==> src/rtl/swr_pkg.sv <==
package swr_pkg;
  typedef enum logic [1:0] {
    MODE_RUN  = 2'b00,
    MODE_IDLE = 2'b01,
    MODE_STOP = 2'b10,
    MODE_RSVD = 2'b11
  } pwr_mode_e;

  typedef enum logic [1:0] {
    ST_DISARMED,
    ST_ARMED,
    ST_FIRING,
    ST_SPENT
  } arm_state_e;
endpackage

==> src/rtl/swr_pin_sync.sv <==
module swr_pin_sync #(
  parameter int WIDTH  = 8,
  parameter int STAGES = 2
) (
  input  logic             clk,
  input  logic             rst,
  input  logic [WIDTH-1:0] d_async,
  output logic [WIDTH-1:0] q_sync
);
  logic [WIDTH-1:0] stage_q [STAGES];

  always_ff @(posedge clk) begin
    if (rst) stage_q[0] <= '0;
    else     stage_q[0] <= d_async;
  end

  for (genvar s = 1; s < STAGES; s++) begin : g_stage
    always_ff @(posedge clk) begin
      if (rst) stage_q[s] <= '0;
      else     stage_q[s] <= stage_q[s-1];
    end
  end

  assign q_sync = stage_q[STAGES-1];
endmodule

==> src/rtl/swr_edge_cmp.sv <==
module swr_edge_cmp #(
  parameter int WIDTH = 8
) (
  input  logic             clk,
  input  logic             rst,
  input  logic             capture,
  input  logic [WIDTH-1:0] pins,
  output logic             differ
);
  logic [WIDTH-1:0] ref_q;

  always_ff @(posedge clk) begin
    if (rst)          ref_q <= '0;
    else if (capture) ref_q <= pins;
  end

  assign differ = |(pins ^ ref_q);

  // on the cycle after a capture, the reference matches the sampled pins
  assert_ref_loaded_R7: assert property (@(posedge clk) disable iff (rst)
    capture |=> (ref_q == $past(pins)));
endmodule

==> src/rtl/swr_pulse_timer.sv <==
module swr_pulse_timer #(
  parameter int LEN = 16
) (
  input  logic clk,
  input  logic rst,
  input  logic start,
  output logic busy,
  output logic last
);
  localparam int CW = (LEN > 2) ? $clog2(LEN) : 1;
  localparam logic [CW-1:0] LAST_CNT = CW'(LEN - 1);

  logic [CW-1:0] cnt_q;

  always_ff @(posedge clk) begin
    if (rst) begin
      busy  <= 1'b0;
      cnt_q <= '0;
    end else if (start && !busy) begin
      busy  <= 1'b1;
      cnt_q <= '0;
    end else if (busy) begin
      if (cnt_q == LAST_CNT) busy  <= 1'b0;
      else                   cnt_q <= cnt_q + 1'b1;
    end
  end

  assign last = busy && (cnt_q == LAST_CNT);

  assert_cnt_in_range_R4: assert property (@(posedge clk) disable iff (rst)
    busy |-> (cnt_q <= LAST_CNT));
  assert_pulse_ends_at_last_R4: assert property (@(posedge clk) disable iff (rst)
    (busy && !start && !last) |=> busy);
endmodule

==> src/rtl/swr_arm_fsm.sv <==
module swr_arm_fsm
  import swr_pkg::*;
(
  input  logic       clk,
  input  logic       rst,
  input  logic       in_stop,
  input  logic       differ,
  input  logic       pulse_last,
  output logic       capture,
  output logic       fire,
  output arm_state_e state
);
  arm_state_e state_n;

  always_comb begin
    state_n = state;
    capture = 1'b0;
    fire    = 1'b0;
    unique case (state)
      ST_DISARMED: if (in_stop) begin
        capture = 1'b1;
        state_n = ST_ARMED;
      end
      ST_ARMED: begin
        if (!in_stop) state_n = ST_DISARMED;
        else if (differ) begin
          fire    = 1'b1;
          state_n = ST_FIRING;
        end
      end
      ST_FIRING: if (pulse_last) state_n = ST_SPENT;
      ST_SPENT:  if (!in_stop)   state_n = ST_DISARMED;
      default:   state_n = ST_DISARMED;
    endcase
  end

  always_ff @(posedge clk) begin
    if (rst) state <= ST_DISARMED;
    else     state <= state_n;
  end

  // leaving stop wins over a change arriving on the same edge
  assert_leave_disarms_R12: assert property (@(posedge clk) disable iff (rst)
    !in_stop |-> !fire);
endmodule

==> src/rtl/stop_wake_reset_gen.sv <==
module stop_wake_reset_gen
  import swr_pkg::*;
#(
  parameter int PORT_W    = 8,
  parameter int SYNC_STG  = 2,
  parameter int PULSE_LEN = 16
) (
  input  logic              clk,
  input  logic              rst,
  input  logic [PORT_W-1:0] port_pins,
  input  logic [1:0]        pwr_mode,
  output logic              rst_req,
  output logic              stop_release
);
  logic [PORT_W-1:0] pins_s;
  logic              in_stop, differ, capture, fire, pulse_last;
  arm_state_e        fsm_state;

  assign in_stop = (pwr_mode == MODE_STOP);

  swr_pin_sync #(.WIDTH(PORT_W), .STAGES(SYNC_STG)) u_sync (
    .clk(clk), .rst(rst), .d_async(port_pins), .q_sync(pins_s));

  swr_edge_cmp #(.WIDTH(PORT_W)) u_cmp (
    .clk(clk), .rst(rst), .capture(capture), .pins(pins_s), .differ(differ));

  swr_arm_fsm u_fsm (
    .clk(clk), .rst(rst), .in_stop(in_stop), .differ(differ),
    .pulse_last(pulse_last), .capture(capture), .fire(fire), .state(fsm_state));

  swr_pulse_timer #(.LEN(PULSE_LEN)) u_timer (
    .clk(clk), .rst(rst), .start(fire), .busy(rst_req), .last(pulse_last));

  always_ff @(posedge clk) begin
    if (rst) stop_release <= 1'b0;
    else     stop_release <= fire;
  end

  assert_release_with_rise_R5: assert property (@(posedge clk) disable iff (rst)
    $rose(rst_req) |-> stop_release);
  assert_release_single_R5: assert property (@(posedge clk) disable iff (rst)
    stop_release |=> !stop_release);
  assert_fire_only_from_stop_R6: assert property (@(posedge clk) disable iff (rst)
    (!in_stop && !rst_req) |=> !rst_req);
  assert_spent_stays_quiet_R8: assert property (@(posedge clk) disable iff (rst)
    (fsm_state == ST_SPENT) |=> !$rose(rst_req));
endmodule

==> config.mk <==
export PLATFORM = sky130hd
export DESIGN_NAME = stop_wake_reset_gen
export DESIGN_NICKNAME = d
export VERILOG_FILES = /design/src/rtl/swr_pkg.sv /design/src/rtl/swr_pin_sync.sv /design/src/rtl/swr_edge_cmp.sv /design/src/rtl/swr_pulse_timer.sv /design/src/rtl/swr_arm_fsm.sv /design/src/rtl/stop_wake_reset_gen.sv
export SDC_FILE = /design/constraint.sdc
export NUM_CORES = 1
export LEC_CHECK = 0
export ABC_AREA = 1
export BUFFER_PORTS_ARGS = -buffer_cell sky130_fd_sc_hd__buf_2
export CORE_MARGIN = 5
export CORE_UTILIZATION = 30
export DETAILED_ROUTE_END_ITERATION = 7
export SYNTH_ARGS = -nofsm -noshare
export SYNTH_HDL_FRONTEND = slang
export SYNTH_SLANG_ARGS = --single-unit
==> constraint.sdc <==
create_clock -name clk -period 3 [get_ports clk]
set_input_delay 0.6 -clock clk [delete_from_list [all_inputs] [get_ports clk]]
set_output_delay 0.6 -clock clk [all_outputs]
set_load 0.1 [all_outputs]
==> summary.md <==
| Metric | Value |
|---|---|
| Synth Register Bits | 32 |
| Storage element area | 641 sq um |
| Critical-path top delay cell | buf_2 |
| First-pass DRT Iterations | 7 |
| FF-to-FF setup slack | 1760 ps |
| CP Cell Sequence | buf_2 |
| CP endpoint kind | output pin |
| Critical Path AT | 1250 ps |
| Pleak | 0.682 nW |
| Pwr per Cell Area | 623 nW/um^2 |
| Avg Synthesized Cell Area | 7.80 sq um |
| Port buffer count | 13 |
| Overflow after GRT | 0 |
| DR DRC count | 0 |
| Max FO, Critical Path | 6 |
| Avg Vias per Cell | 3.93 |
| Hold WC Path Type | reg2reg |
| Startpoint Class | flip-flop |
| WL/cell | 7.86 um |
| Slew @ Worst Pin | 486 ps |
| Setup TNS Final | 0 ps |
| GP Congestion | 0.722 |
| Post-Syn Instances | 163 |
| Detailed Route Iter0 Violations | 32 |
| Fin. Hold Viols | 0 |
| CP peak stage delay | 490 ps |
| Post-synth top area cell | dfxtp_1 |
| Area grow syn2layout | 16.8% |
| Die Ht | 75.1 um |
| YS warnings | 0 |
| Initial antenna violation count | 0 |
| Clk Latency, worst-skew pair | 280 ps |
| Status | finished clean |
| Max VDD drop | 0.353 mV |
| Die Wd | 75.1 um |
| Post-DRT Antenna Nets | 0 |
| Final Setup Violations | 0 |
| Die ar. | 5640 sq um |
| Routed vias | 908 |
| CTS Sinks | 32 |
| Ratio of cells with drive above 1 in the final layout | 17.1% |
| Crit path max-delay family | buffers and inverters |
| Largest net degree at the start of global routing | 21 |
| Rows | 23 |
| Fin crit period | 1850 ps |
| Postcts setup bufs | 0 |
| Vias in the first global route | 785 |
| Multi-input gate area | 478 sq um |
| Global-route wire length before repair | 3250 um |
| Max-cap violations | 0 |
| Seq/Total Area, Yosys | 50.4% |
| Top_reg_cell synth | dfxtp_1 |
| Clock buffer count from CTS | 5 |
| Ys async rst share | 0% |
| Commonest cells post-synth | 34 x inv_1, 34 x nor2_1, 32 x dfxtp_1 |
| Slew Limit Fails | 0 |
| Mapped Nets | 176 |
| Post-layout net count | 193 |
| Post-cts sizing count | 0 |
| Worst endpoint required time | 2400 ps |
| I/O pin count | 14 |
| N_diodes | 0 |
| Netlist cell types | 20 |
| Fillers | 417 |
| Clock Skews | 6.95 ps |
| WP buf/inv | 1 |
| FMAX | 0.542 GHz |
| RSZ-0062 raised after global routing | false |
| Headroom to the max-slew limit | 67.8% |
| Clock transition at path regs | 70 ps |
| Post-Route WL | 1820 um |
| WS Path Type | reg2out |
| Hold Buf Count CTS | 0 |
| Starting density of the core | 31.3% |
| Synth top area share | 50.4% |
| Clock root cell | clkbuf_8 |
| Max Root-Sink Buffers | 2 |
| Core footprint | 4060 sq um |
| Top cells by area, synth | dfxtp_1 50%, inv_1 10%, nor2_1 10% |
| Final core occ | 36.6% |
| Htree depth | 2 |
| Fin crit share | 61.5% |
| Gr usage total | 7.92% |
| Synthesized cell area | 1270 sq um |
| EDFF count, synth | 0 |
| Post-DP HPWL | 1300 um |
| CTS tree | built |
-- layout by cell type (no fill, tap or decap), types with 5 or more instances in the layout --
cell / count
a21oi_1: 7
buf_2: 13
clkbuf_8: 5
dfxtp_1: 32
inv_1: 34
nand2_1: 19
nor2_1: 34
o21ai_0: 7
xnor2_1: 6
-- final cells by class --
| type | count | share of cell area [%] |
|---|---|---|
| Clock buffer | 6 | 4.89 |
| Clock inverter | 2 | 2.36 |
| Inverter | 35 | 8.85 |
| Multi-Input combinational cell | 93 | 32.2 |
| Sequential cell | 32 | 43.1 |
| Tap cell | 50 | 4.21 |
| Timing Repair Buffer | 13 | 4.38 |
-- metrics by stage --
stage	setup WS, ps	instances	area (sq um)	power [mW]	hold slack [ps]
global route	1100	231	1490	0.971	423
finish	1150	231	1490	0.925	397
detailed placement	1450	223	1380	0.540	395
CTS	1130	231	1490	0.935	403
global placement	1460	223	1380	0.539	389
floorplan	1350	163	1270	0.524	388
-- state kept, by name, summed over array words and instances (netlist names), named ones only --
register and count:
u_sync.stage_q 16, u_cmp.ref_q 8, u_timer.cnt_q 4, stop_release 1
u_fsm.state 1, u_timer.busy 1
-- power breakdown --
part | switching (mW) | internal (mW) | total [mW] | leakage, nW
clock | 0.149 | 0.246 | 0.395 | 0.0552
sequential | 0.0121 | 0.445 | 0.458 | 0.263
combinational | 0.0433 | 0.0292 | 0.0725 | 0.364
total | 0.204 | 0.721 | 0.925 | 0.682
-- cells by family after synthesis --
family,synth area share (%)
AND/OR/NAND/NOR,23.9
buffers and inverters,12.0
flip-flops,50.4
AO/OA/AOI/OAI,7.87
XOR/XNOR,4.82
adder cells (fa/ha/maj),0.984
-- path summary, 6_finish.rpt --
path	from	endpoint	depth (start not counted)
hold reg to reg	u_sync.stage_q[0][0]	u_sync.stage_q[1][0]	2
setup reg to reg	u_timer.cnt_q[0]	u_timer.cnt_q[3]	8
hold / removal	u_sync.stage_q[0][0]	u_sync.stage_q[1][0]	2
setup / recovery	u_timer.busy	rst_req	1
-- metal layers --
layer | vias up | track usage, % | share of wire (%)
met3 | 7 | 4.01 | 5.9
met4 | 0 | 5.34 | 3.7
met5 | - | 0 | 0
met2 | 17 | 10.9 | 42
li1 | 511 | - | -
met1 | 373 | 9.54 | 48
Note: power is estimated with default switching activity, not from simulation.
